`src/rtl/uart_mmio_pkg.sv`:
```
package uart_mmio_pkg;

  typedef struct packed {
    logic txLoad;
    logic rxPop;
  } ctrlStrobes_t;

  typedef enum logic [1:0] {
    BUS_IDLE,
    BUS_SEND,
    BUS_ACK
  } busState_t;

  typedef enum logic [1:0] {
    RX_IDLE,
    RX_START,
    RX_DATA,
    RX_STOP
  } rxState_t;

endpackage

```
`src/rtl/uart_mmio_ctrl.sv`:
```
module uart_mmio_ctrl
  import uart_mmio_pkg::*;
(
  input  logic         clk,
  input  logic         rstN,
  input  logic         valid,
  input  logic         we,
  input  logic         txBusy,
  output logic         ready,
  output ctrlStrobes_t strobes
);

  busState_t state;

  always_ff @(posedge clk) begin
    if (!rstN) begin
      state <= BUS_IDLE;
    end else begin
      case (state)
        BUS_IDLE: if (valid && we) state <= BUS_SEND;
        BUS_SEND: if (!txBusy) state <= BUS_ACK;
        default:  state <= BUS_IDLE;
      endcase
    end
  end

  always_comb begin
    strobes.txLoad = (state == BUS_IDLE) && valid && we;
    strobes.rxPop  = (state == BUS_IDLE) && valid && !we;
    ready          = ((state == BUS_IDLE) && valid && !we) || (state == BUS_ACK);
  end


  write_ack_idle_chk: assert property (@(posedge clk) disable iff (!rstN)
    (valid && we && ready) |-> !txBusy);


  load_then_wait_chk: assert property (@(posedge clk) disable iff (!rstN)
    strobes.txLoad |=> (!ready && txBusy));

endmodule

```
`src/rtl/uart_mmio_dp.sv`:
```
module uart_mmio_dp
  import uart_mmio_pkg::*;
#(
  parameter int CLK_HZ = 50_000_000,
  parameter int BAUD   = 115_200,
  parameter int DEPTH  = 16
) (
  input  logic         clk,
  input  logic         rstN,
  input  ctrlStrobes_t strobes,
  input  logic [7:0]   txByte,
  input  logic         rxPin,
  output logic         txPin,
  output logic         txBusy,
  output logic         rxHasData,
  output logic [7:0]   rxByte
);

  localparam int DIV   = CLK_HZ / BAUD;
  localparam int HALF  = DIV / 2;
  localparam int CNT_W = $clog2(DIV + 1);
  localparam int PTR_W = $clog2(DEPTH);
  localparam logic [CNT_W-1:0] BIT_END  = CNT_W'(DIV - 1);
  localparam logic [CNT_W-1:0] HALF_END = CNT_W'(HALF - 1);

  // transmitter
  logic [9:0]       txShift;
  logic [CNT_W-1:0] txCnt;
  logic [3:0]       txBit;
  logic             txActive;

  always_ff @(posedge clk) begin
    if (!rstN) begin
      txShift  <= '1;
      txCnt    <= '0;
      txBit    <= '0;
      txActive <= 1'b0;
    end else if (strobes.txLoad) begin
      txShift  <= {1'b1, txByte, 1'b0};
      txCnt    <= '0;
      txBit    <= '0;
      txActive <= 1'b1;
    end else if (txActive) begin
      if (txCnt == BIT_END) begin
        txCnt   <= '0;
        txShift <= {1'b1, txShift[9:1]};
        if (txBit == 4'd9) txActive <= 1'b0;
        else               txBit    <= txBit + 4'd1;
      end else begin
        txCnt <= txCnt + 1'b1;
      end
    end
  end

  assign txPin  = txActive ? txShift[0] : 1'b1;
  assign txBusy = txActive;

  // receiver
  logic             rxMeta, rxSync;
  rxState_t         rxState;
  logic [CNT_W-1:0] rxCnt;
  logic [2:0]       rxBitIdx;
  logic [7:0]       rxShift;
  logic             pushReq;

  always_ff @(posedge clk) begin
    if (!rstN) begin
      rxMeta <= 1'b1;
      rxSync <= 1'b1;
    end else begin
      rxMeta <= rxPin;
      rxSync <= rxMeta;
    end
  end

  always_ff @(posedge clk) begin
    if (!rstN) begin
      rxState  <= RX_IDLE;
      rxCnt    <= '0;
      rxBitIdx <= '0;
      rxShift  <= '0;
      pushReq  <= 1'b0;
    end else begin
      pushReq <= 1'b0;
      case (rxState)
        RX_IDLE: begin
          rxCnt <= '0;
          if (!rxSync) rxState <= RX_START;
        end
        RX_START: begin
          if (rxCnt == HALF_END) begin
            rxCnt    <= '0;
            rxBitIdx <= '0;
            rxState  <= rxSync ? RX_IDLE : RX_DATA;
          end else begin
            rxCnt <= rxCnt + 1'b1;
          end
        end
        RX_DATA: begin
          if (rxCnt == BIT_END) begin
            rxCnt   <= '0;
            rxShift <= {rxSync, rxShift[7:1]};
            if (rxBitIdx == 3'd7) rxState  <= RX_STOP;
            else                  rxBitIdx <= rxBitIdx + 3'd1;
          end else begin
            rxCnt <= rxCnt + 1'b1;
          end
        end
        default: begin
          if (rxCnt == BIT_END) begin
            pushReq <= rxSync;
            rxState <= RX_IDLE;
          end else begin
            rxCnt <= rxCnt + 1'b1;
          end
        end
      endcase
    end
  end

  // receive queue
  logic [7:0]   store [DEPTH];
  logic [PTR_W:0] wrPtr, rdPtr, fillLevel;
  logic fifoFull, fifoEmpty, doPush, doPop;

  assign fillLevel = wrPtr - rdPtr;
  assign fifoFull  = fillLevel == (PTR_W+1)'(DEPTH);
  assign fifoEmpty = wrPtr == rdPtr;
  assign doPush    = pushReq && !fifoFull;
  assign doPop     = strobes.rxPop && !fifoEmpty;

  always_ff @(posedge clk) begin
    if (doPush) store[wrPtr[PTR_W-1:0]] <= rxShift;
  end

  always_ff @(posedge clk) begin
    if (!rstN) begin
      wrPtr <= '0;
      rdPtr <= '0;
    end else begin
      if (doPush) wrPtr <= wrPtr + 1'b1;
      if (doPop)  rdPtr <= rdPtr + 1'b1;
    end
  end

  assign rxHasData = !fifoEmpty;
  assign rxByte    = store[rdPtr[PTR_W-1:0]];


  drop_when_full_chk: assert property (@(posedge clk) disable iff (!rstN)
    (pushReq && fifoFull && !strobes.rxPop) |=> (fillLevel == (PTR_W+1)'(DEPTH)));


  glitch_reject_chk: assert property (@(posedge clk) disable iff (!rstN)
    (rxState == RX_START && rxCnt == HALF_END && rxSync) |=> (rxState == RX_IDLE));


  bad_stop_chk: assert property (@(posedge clk) disable iff (!rstN)
    (rxState == RX_STOP && rxCnt == BIT_END && !rxSync) |=> !pushReq);


  start_low_chk: assert property (@(posedge clk) disable iff (!rstN)
    $rose(txActive) |-> !txPin);


  stop_high_chk: assert property (@(posedge clk) disable iff (!rstN)
    $fell(txActive) |-> $past(txPin));

endmodule

```
`src/rtl/uart_mmio.sv`:
```
module uart_mmio
  import uart_mmio_pkg::*;
#(
  parameter int CLK_HZ = 50_000_000,
  parameter int BAUD   = 115_200,
  parameter int DEPTH  = 16
) (
  input  logic        clk,
  input  logic        rstN,
  input  logic        valid,
  input  logic        we,
  input  logic [3:0]  addr,
  input  logic [31:0] wdata,
  output logic        ready,
  output logic [31:0] rdata,
  input  logic        rxPin,
  output logic        txPin
);

  ctrlStrobes_t strobes;
  logic       txBusy, rxHasData;
  logic [7:0] rxByte;
  logic       unusedInputs;

  // the offset takes no part in decoding
  assign unusedInputs = ^{addr, wdata[31:8]};

  uart_mmio_ctrl ctrlInst (
    .clk     (clk),
    .rstN    (rstN),
    .valid   (valid),
    .we      (we),
    .txBusy  (txBusy),
    .ready   (ready),
    .strobes (strobes)
  );

  uart_mmio_dp #(
    .CLK_HZ (CLK_HZ),
    .BAUD   (BAUD),
    .DEPTH  (DEPTH)
  ) dpInst (
    .clk       (clk),
    .rstN      (rstN),
    .strobes   (strobes),
    .txByte    (wdata[7:0]),
    .rxPin     (rxPin),
    .txPin     (txPin),
    .txBusy    (txBusy),
    .rxHasData (rxHasData),
    .rxByte    (rxByte)
  );

  assign rdata = {16'h0000, rxHasData, 7'h00, rxByte};

endmodule

```
`config.mk`:
```
export PLATFORM = sky130hd
export DESIGN_NAME = uart_mmio
export DESIGN_NICKNAME = d
export VERILOG_FILES = /design/src/rtl/uart_mmio_pkg.sv /design/src/rtl/uart_mmio_ctrl.sv /design/src/rtl/uart_mmio_dp.sv /design/src/rtl/uart_mmio.sv
export SDC_FILE = /design/constraint.sdc
export NUM_CORES = 1
export LEC_CHECK = 0
export BUFFER_PORTS_ARGS = -buffer_cell sky130_fd_sc_hd__buf_2
export CAP_MARGIN = 10
export CORE_MARGIN = 8
export CORE_UTILIZATION = 53
export DETAILED_ROUTE_END_ITERATION = 16
export PLACE_DENSITY = 0.72
export SLEW_MARGIN = 25
export SYNTH_ARGS = -nofsm -noshare
export SYNTH_HDL_FRONTEND = slang
export SYNTH_SLANG_ARGS = --single-unit
```
`constraint.sdc`:
```
create_clock -name clk -period 3.9 [get_ports clk]
set_clock_uncertainty 0.2 [all_clocks]
set_input_delay 1.17 -clock clk [delete_from_list [all_inputs] [get_ports clk]]
set_output_delay 1.17 -clock clk [all_outputs]
set_load 0.03 [all_outputs]
```
; ---- Word-level counts from Yosys, hierarchy flattened
; Memories as Yosys holds them, arrays and structs flattened. A register that Yosys moved wholly into a read port is not among the register bits.
; Index checks and enable logic that the tools add are counted.
[word_totals]
regBits = 60
elab_cells = 99
ramBits = 128
output_inout_bits = 34
input_bits = 41
n_memories = 1
[memory_table]
columns = name, words, word_bits, rd, rd_ports_with_merged_regs, wr, line
row1 = dpInst.store, 16, 8, 1, 1, 1, uart_mmio_dp.sv:122  ; logic [7:0] store [DEPTH];
[op_classes]
n_reduce_logical = 24
n_bitwise = 3
mux = 31
eq_ne = 19
add_sub_neg = 7
[ops]
columns = operator, n
row1 = two-way mux 9 bit, 7
row2 = one-hot mux 9 bit (3 select lines), 1
row3 = "adder 9 x 1 -> 9 bit, second input constant", 2
row4 = "== test 9 bit, second input constant", 2
row5 = two-way mux 2 bit, 8
row6 = "adder 5 x 1 -> 5 bit, second input constant", 2
row7 = "== test 9 x 8 -> 1 bit, second input constant", 1
row8 = two-way mux 3 bit, 3
row9 = two-way mux 4 bit, 2
row10 = "!= test 2 x 1 -> 1 bit, second input constant", 4
row11 = two-way mux 1 bit, 7
row12 = logical AND 1 bit, 6
row13 = "!= test 2 bit, second input constant", 3
row14 = one-hot mux 2 bit (3 select lines), 1
row15 = one-hot mux 3 bit (2 select lines), 1
row16 = AND reduction 2 bit, 3
row17 = nonzero test 2 bit, 3
row18 = == test 5 bit, 1
row19 = "== test 5 bit, second input constant", 1
row20 = AND reduction 5 bit, 1
row21 = OR reduction 5 bit, 1
row22 = subtractor 5 bit, 1
row23 = "adder 4 x 1 -> 4 bit, second input constant", 1
row24 = "== test 2 x 1 -> 1 bit, second input constant", 2
row25 = 14 further kinds, 20

; ---- Longest topological paths before layout
; Gate-level depths: netlist of run 1.
[depth]
depth_word = 6
depth_mapped = 9

; ---- By module
; A second synthesis of run 1 with hierarchy kept.
[unflattened]
cells_unflattened = 562
area_unflattened_um2 = 8232.9
[modules_own_cells]
columns = mod, seq_area_each_um2, cells_each, n_inst, area_each_um2
row1 = uart_mmio_dp, 5084.9, 524, 1, 7937.6
row2 = uart_mmio, 0.0, 25, 1, 183.9
row3 = uart_mmio_ctrl, 40.0, 13, 1, 111.4

; ---- Worst setup path before layout of run 1
; No wires, ideal clock.
[synth_path]
path_kind = register to output
from = register with a tool-made name
to = output port rdata[0]
t_arrival_ps = 1910
setup_slack_ps = 620
path_stages_with_launch = 5
required_ps = 2530
cell_sequence = dfxtp_1 > clkbuf_1 > buf_2 > mux4_2 > mux4_2
[synth_rtl]
columns = item, line
row1 = to (decl), uart_mmio.sv:15  ; output logic [31:0] rdata,

==> impl_metrics.ini, run 1 <==
[timing]
rsz0062_at_grt = no
fin_tns_setup_ps = 0
hold_violations = 0
holdWs_ps = 214.4
tightest_slew_ps = 838.7
drv_slew = 0
period_share_pct = 96.47
setup_viol = 0
max_freq_ghz = 0.2658
setup_slack_ps = 137.8
fin_crit_ps = 3762
max-slew-margin-rel_pct = 44.03

[placed_design]
dp_slack_ps = 544.2
port_buffers = 23
dp.final_hpwl_um = 9974
place_congestion = 0.7554

[logic_synthesis]
syn_avg_cell_area_sq_um = 14.15
seq_area_frac_synth_pct = 63.19
yosys_warnings = 0
synth_top_area_share_pct = 47.39
synth_area_sq_um = 8110
synthFlopType = edfxtp_1
yosys.area_share.simple_pct = 10.72
ys_top_cells_by_area = edfxtp_1, dfxtp_1, mux4_2
synthMuxAreaShare_pct = 12.73
synth-compound-area-share_pct = 3.872
ys_types = 52
synth_cells = 573
async_reset_ff_share_pct = 0
synth_top_area_cell = edfxtp_1
synth_seq_cells = 192
synth_top_family_by_area = multiplexers
synthAdderAreaFrac_pct = 2.777
synth_edf_count = 128
synthXorXnorAreaFrac_pct = 2.484

[job]
maxCapViolations = 0

[clock_network]
root_buffer = clkbuf_16
cts_tree = done
ctsHtreeMaxLevel = 4
post_cts_buffers = 0
clockBufferDepth = 2
clock_latency_ps = 430
cts_made_buffers = 17
post_cts_resized = 0
holdBufCountCts = 0
clock_sinks = 192
clkTransAtPathRegs_ps = 70

[floorplan]
die_h_um = 139.7
row_count = 45
initial_core_util_pct = 53.75
design.core.area_sq_um = 15090
die_area_sq_um = 19520
fp.dieW_um = 139.7
io_pins = 75

[detailed_routing]
via_count = 4525
viasPerCell = 5.614
first_pass_iters = 4
drc = 0
wl_per_cell_um = 19.00
dr.first_iter.drc_count = 398
ant_nets = 0
drt_wl_total_um = 15320

[run_status]
run_status = finished, final reports clean

[critical_path]
path_class = reg2out
worstSetupEndpointType = primary output
startpoint_type = flop
critPathRequiredTime_ps = 2530
path_max_fanout = 32
cp.arrival_ps = 2390

[power]
power_leakage_uw = 0.003073
power.share.clock_pct = 42.5
p_per_area_nw_per_um2 = 437.0
p_seq_share_pct = 55.2
peakVddDrop_uv = 312.1
comb_power_share_pct = 2.3
p_sw_uw = 799.5
power.internal_uw = 3122
swShare_pct = 20.39

[cells_and_area]
fin_util_pct = 59.47
drive_above_1_share_pct = 20.87
syn2layout_area_growth_pct = 10.64
layout.nets = 664
antenna_cells = 0

[grt]
grt_max_degree = 33
grt_usage_pct = 16.31
grt_pass1_vias = 4604
grt_overflow = 0
antenna_found_initial = 0
grt_pass1_wl_um = 24580

[min_path]
hp-class = reg2reg
[Yosys cell counts, types with 3 or more instances]
cell      number
buf_4         25
xor2_1        12
nand4_1        7
inv_1         14
buf_2          4
mux2i_1       12
a31o_2         7
o21ai_0        6
a31oi_1        4
edfxtp_1     128
nor4_1         5
nor3_1        12
dfxtp_1       64
nand2_1       56
nand3_1       14
clkbuf_1      16
a21oi_1       10
ha_1          18
xnor2_1       11
mux4_2        40
nor2b_1        3
and3_1         4
nand2b_1       7
or3_1          4
nand3b_1       5
nor2_1        54
[routing by layer]
layer / up-vias / share of wire [%] / track usage (%)
met5: - / 0 / 0
met4: 0 / 1.8 / 5.829
met3: 20 / 5.2 / 4.070
met2: 110 / 51 / 27.97
met1: 2252 / 42 / 19.59
li1: 2143 / - / -
[final timing paths]
| kind | end | slack [ps] | start | depth (start not counted) |
|---|---|---|---|---|
| worst max-delay path | rdata[7] | 140 | flop | 4 |
| worst min-delay path | dpInst.rxSync$_SDFF_PN1_ | 210 | dpInst.rxMeta$_SDFF_PN1_ | 1 |
| worst max register to register | dpInst.store[15][1]$_DFFE_PP_ | 470 | dpInst.wrPtr[2]$_SDFFE_PN0P_ | 5 |
| worst min register to register | dpInst.rxSync$_SDFF_PN1_ | 210 | dpInst.rxMeta$_SDFF_PN1_ | 1 |
[per-stage QoR]
| step | total power [uW] | instance area [sq um] | instances |
|---|---|---|---|
| final | 3921 | 8974 | 806 |
| after global placement | 2296 | 8391 | 774 |
| after detailed placement | 2300 | 8406 | 774 |
| after global routing | 4039 | 8974 | 806 |
| after floorplan | 2298 | 8193 | 595 |
| after CTS | 3947 | 8974 | 806 |
[power groups by stage]
stage          Combinational (uW)  Clock (uW)  Sequential (uW)
4_1_cts                      90.4        1690             2170
5_1_grt                       100        1770             2170
3_5_place_dp                 89.9           0             2210
2_1_floorplan                94.2           0             2200
6_report                     91.0        1660             2170
3_3_place_gp                 87.4           0             2210
[final cells by class]
type	count	area, sq um
repair buffers	39	247.7
flip-flops and latches	192	5126
clock buffers	22	484.2
clock inverters	10	83.83
well taps	188	235.2
inverters	14	52.55
multi-input cells	341	2744
fillers	1164	6116
[registers in the layout, summed over array words and instances (netlist names), 4 cells and up, named ones only]
name            cells
dpInst.wrPtr        5
dpInst.rdPtr        5
dpInst.rxShift      8
dpInst.store      128
dpInst.txShift      9
dpInst.txBit        4
dpInst.rxCnt        9
dpInst.txCnt        9
[placed cells by master, fill, tap and decap left out, drive strengths merged, types with 3 or more instances in the layout]
master      n
mux2i      12
nor3       12
clkinvlp    3
nand3b      5
nand4       7
conb       23
clkinv      5
buf        39
a31oi       4
and3        4
inv        15
or3         4
nand2b      7
nor4        5
xnor2      11
nand2      56
mux4       40
nor2       55
clkbuf     22
nand3      14
ha         18
a21oi      12
edfxtp    128
a31o        7
nor2b       3
xor2       12
dfxtp      64
o21ai       6
[logic make-up after synthesis]
kind of cell | after synthesis
flops | 192
simple gates | 182
buf+inv | 62
mux | 53
compound gates | 42
xor+xnor | 23
fa+ha+maj | 18
other cells | 1
[worst max-delay path, stage by stage (launching register included)]
cell	delay (ps)
dfxtp_2	340
buf_12	260
mux4_2	590
mux4_2	550
buf_2	210
No activity file was read; power rests on OpenSTA's default activity.
==> run 2, diff against run 1 <==
- CAP_MARGIN: 10 -> unset
- GPL_TIMING_DRIVEN: unset -> 0
- PLACE_DENSITY: 0.72 -> 0.74
==> run 2 against run 1 <==
  * Combinational power increased by 29%
  * Wire length increased by 3.1%
  * Critical path type unchanged
  * Largest cell class unchanged
  * Die area unchanged
==> impl_metrics.ini, run 2 (synthesis results as in run 1) <==
[critical_path]
cp.arrival_ps = 2400
path_max_fanout = 10
startpoint_type = flop
r2r_cells = 10
critPathSlowestCell = mux4_2
critPathRequiredTime_ps = 2530
path_cells = buf_4 -> mux4_2 -> mux4_2 -> buf_2
cp.depth = 4
path_class = reg2out
cp_top_family = multiplexers
worstSetupEndpointType = primary output
critPathMostFrequentCell = mux4_2
critPathBufInv = 2
ff2ff_setup_slack_ps = 660
cpPeakStageDelay_ps = 580

[min_path]
hp-class = reg2reg
holdPathStages = 1

[job]
maxCapViolations = 0

[detailed_routing]
ant_nets = 0
via_count = 4679
drc = 0
wl_per_cell_um = 18.78
viasPerCell = 5.564
dr.first_iter.drc_count = 358
first_pass_iters = 4
drt_wl_total_um = 15790

[grt]
grt_overflow = 0
grt_pass1_vias = 4664
grt_pass1_wl_um = 25000
grt_max_degree = 19
grt_usage_pct = 16.59
antenna_found_initial = 0

[cells_and_area]
syn2layout_area_growth_pct = 14.46
antenna_cells = 0
seqCellArea_sq_um = 5126
final_common_cell = edfxtp_1
final_cell_mix = edfxtp_1, dfxtp_1, nand2_1, nor2_1, mux4_2
n_fill_cell = 1145
largest_reg_flops = 128
layout.nets = 699
multi_input_area_sq_um = 2809
drive_above_1_share_pct = 24.50

[clock_network]
cts_made_buffers = 17
clkTransAtPathRegs_ps = 60
clock_sinks = 192
root_buffer = clkbuf_16
clockBufferDepth = 2
cts_tree = done
clock_latency_ps = 420
holdBufCountCts = 0
ctsHtreeMaxLevel = 4

[power]
power_uw = 4109
p_per_area_nw_per_um2 = 442.6
power_leakage_uw = 0.003226
peakVddDrop_uv = 323.3

[timing]
tightest_slew_ps = 774.2
max-slew-margin-rel_pct = 48.11
period_share_pct = 96.78
fin_tns_setup_ps = 0
drv_slew = 0
setup_viol = 0
max_freq_ghz = 0.2649
rsz0062_at_grt = no
hold_violations = 0
fin_crit_ps = 3774

[floorplan]
die_h_um = 139.7
row_count = 45
initial_core_util_pct = 53.75
die_area_sq_um = 19520
io_pins = 75
fp.dieW_um = 139.7
design.core.area_sq_um = 15090

[placed_design]
place_congestion = 0.7990
dp.final_hpwl_um = 10790
port_buffers = 23

[run_status]
run_status = finished, final reports clean
## run 2: cell types whose count changed in the layout (fill, tap and decap cells not counted), sizes merged
cell and change:
buf +20, clkbuf +13, bufinv +4, clkinv -2, clkinvlp +1, inv -1
## run 2: worst register-to-register path, cell delays in order, from the launching register on
cell and delay (ps):
dfxtp_1 360, inv_1 80, ha_1 310, nor2b_1 170, or4_1 500, a211oi_2 410, and3_1 230, buf_2 210
buf_4 240, nor4_2 100, buf_2 200
## run 2: per-layer routing
| layer | global-route usage, % | part of all wire [%] | up-vias |
|---|---|---|---|
| met5 | 0 | 0 | - |
| met4 | 7.771 | 2.8 | 0 |
| met3 | 3.352 | 3.9 | 24 |
| met2 | 28.56 | 51 | 123 |
| met1 | 19.64 | 42 | 2315 |
| li1 | - | - | 2217 |
## run 2: power breakdown
group          leakage, uW  switching (uW)  internal (uW)  total, uW
clock network     0.000291             701           1130       1830
registers          0.00170            7.46           2150       2160
logic              0.00123            74.9           41.9        117
## run 2: layout make-up
type,count,share of cell area [%]
well taps,188,2.534
inverters,14,0.5661
clock buffers,20,4.704
repair buffers,27,1.456
plain buffers,47,3.208
clock inverters,12,2.049
multi-input cells,341,30.26
flip-flops and latches,192,55.22
## run 2: what timing repair did
action,4_1_cts,5_1_grt
gates resized for setup,8,0
endpoints found under the setup margin,8,0
buffers inserted,0,0
## run 2: final timing paths
check	startpoint	to
hold / removal	dpInst.rxMeta$_SDFF_PN1_	dpInst.rxSync$_SDFF_PN1_
hold reg to reg	dpInst.rxMeta$_SDFF_PN1_	dpInst.rxSync$_SDFF_PN1_
setup reg to reg	dpInst.rdPtr[1]$_SDFFE_PN0P_	dpInst.store[3][1]$_DFFE_PP_
setup / recovery	flop	rdata[0]
## run 2: stage by stage
stage               instances  setup slack, ps  hold slack, ps  util, %  instance area (sq um)
floorplan                 595            620.4           186.3        -                   8193
global placement          806            177.7           198.5    56.62                   8543
detailed placement        810            226.0           208.2    57.28                   8643
CTS                       841            92.99           229.9    61.52                   9283
global route              841            38.43           226.9    61.52                   9283
finish                    841            125.5           215.0    61.52                   9283
==> run 3, diff against run 2 <==
- CORE_MARGIN: 8 -> 1
==> run 3 against run 2 <==
  * Fmax is 2.0% higher
  * Die area down 19%
  * Sequential power hardly changed
  * First-iteration DRC count shrank 19%
  * Largest cell class unchanged
  * Sequential share of layout area grew 0.31 points
  * Non-clock buffer count unchanged
  * Clock power decreased by 9%
  * Register-to-register slack worse by 20 ps
  * Combinational power barely moved
==> impl_metrics.ini, run 3 (synthesis results as in run 1) <==
[clock_network]
clock_sinks = 192
ctsHtreeMaxLevel = 4
clock_latency_ps = 430
post_cts_buffers = 0
clkTransAtPathRegs_ps = 60
root_buffer = clkbuf_16
clockBufferDepth = 2
cts_tree = done
cts_made_buffers = 17

[critical_path]
path_max_fanout = 10
r2r-start = dpInst.wrPtr[1]$_SDFFE_PN0P_
path_class = reg2out
ff2ff_setup_slack_ps = 640
r2r_cells = 9
r2r_end = dpInst.store[3][3]$_DFFE_PP_
critPathSlowestCell = mux4_2
critPathMostFrequentCell = mux4_2
cpPeakStageDelay_ps = 560
startpoint_type = flop
cp.arrival_ps = 2330
worstSetupEndpointType = primary output
path_cells = buf_6 -> mux4_2 -> mux4_2 -> buf_2
critPathRequiredTime_ps = 2530

[floorplan]
die_h_um = 125.7
design.core.area_sq_um = 14750
fp.dieW_um = 125.7
io_pins = 75
row_count = 44
initial_core_util_pct = 54.97
die_area_sq_um = 15800

[grt]
grt_pass1_wl_um = 24170
grt_usage_pct = 20.31
antenna_found_initial = 0
grt_pass1_vias = 4733
grt_max_degree = 19
grt_overflow = 0

[cells_and_area]
postLayoutCellArea_sq_um = 9230
largest_reg_flops = 128
final_common_cell = edfxtp_1
syn2layout_area_growth_pct = 13.81
final_cell_mix = edfxtp_1, dfxtp_1, nand2_1, nor2_1, mux4_2
layout.nets = 699
drive_above_1_share_pct = 24.50
antenna_cells = 0
n_fill_cell = 1098

[timing]
fin_tns_setup_ps = 0
rsz0062_at_grt = no
setup_viol = 0
max-slew-margin-rel_pct = 42.92
max_freq_ghz = 0.2702
period_share_pct = 94.88
drv_slew = 0
tightest_slew_ps = 851.6
fin_crit_ps = 3700
setup_slack_ps = 199.7
hold_violations = 0

[power]
peakVddDrop_uv = 310.7
power_leakage_uw = 0.003207
p_per_area_nw_per_um2 = 427.9

[detailed_routing]
via_count = 4648
dr.first_iter.drc_count = 290
drc = 0
drt_wl_total_um = 14890
wl_per_cell_um = 17.79
first_pass_iters = 5
ant_nets = 0
viasPerCell = 5.553

[min_path]
holdPathStages = 1
min_from = dpInst.rxMeta$_SDFF_PN1_
holdPathEnd = dpInst.rxSync$_SDFF_PN1_
hp-class = reg2reg

[job]
maxCapViolations = 0

[placed_design]
dp_slack_ps = 268.7
placed_cell_area_sq_um = 8638
place_congestion = 0.7940
port_buffers = 23
dp.final_hpwl_um = 10400

[run_status]
run_status = finished, final reports clean
-- run 3: changes by cell type in the layout (fill, tap and decap cells not counted), sizes merged --
cell      change
clkinvlp      -2
inv           +2
bufinv        -3
clkbuf        -1
clkinv        +4
-- run 3: repair_timing --
item                                    4_1_cts  5_1_grt
endpoints found under the setup margin        8        8
hold buffers                                  0        0
resized for setup                             8        3
-- run 3: power breakdown --
part / total [uW] / switching, uW / internal, uW
combinational: 116 / 74.0 / 41.9
sequential: 2160 / 7.82 / 2150
clock: 1670 / 728 / 945
total: 3950 / 810 / 3140
-- run 3: critical path, delay by kind of cell (launching register included) --
family	cells	cell delay [ps]
buffers and inverters	2	420
flip-flops	1	430
multiplexers	2	1060
-- run 3: how the worst max path moves through the flow --
stage	endpoint	startpoint	cells past startpoint	slack [ps]
finish	rdata[7]	flop	4	200
detailed placement	rdata[7]	flop	5	270
floorplan	rdata[0]	flop	4	620
CTS	rdata[1]	flop	4	10
global route	rdata[0]	flop	4	110
global placement	dpInst.store[3][4]$_DFFE_PP_	dpInst.wrPtr[1]$_SDFFE_PN0P_	8	50
-- run 3: through the flow --
step / total power [uW] / hold slack [ps] / utilization [%] / std cells
after global placement: 2316 / 194.8 / 57.87 / 802
after detailed placement: 2321 / 199.5 / 58.55 / 806
final: 3950 / 221.6 / 62.56 / 837
after floorplan: 2298 / 186.3 / - / 595
after global routing: 4063 / 259.9 / 62.56 / 837
after CTS: 3970 / 227.0 / 62.54 / 837
-- run 3: final cells by class --
cell class	instances	area, sq um	area share, %
Timing Repair Buffer	27	135.1	1.464
Sequential cell	192	5126	55.54
Clock inverter	13	138.9	1.505
Inverter	14	52.55	0.5693
Multi-Input combinational cell	341	2809	30.43
Buffer	47	305.3	3.308
Clock buffer	19	432.9	4.690
Tap cell	184	230.2	2.494
-- run 3: layer usage --
layer | vias to the layer above | global-route usage, % | wire length (um)
li1 | 2220 | - | -
met1 | 2303 | 25.24 | 6408
met2 | 105 | 35.46 | 7664
met3 | 20 | 4.885 | 611
met4 | 0 | 5.739 | 204
met5 | - | 0 | 0
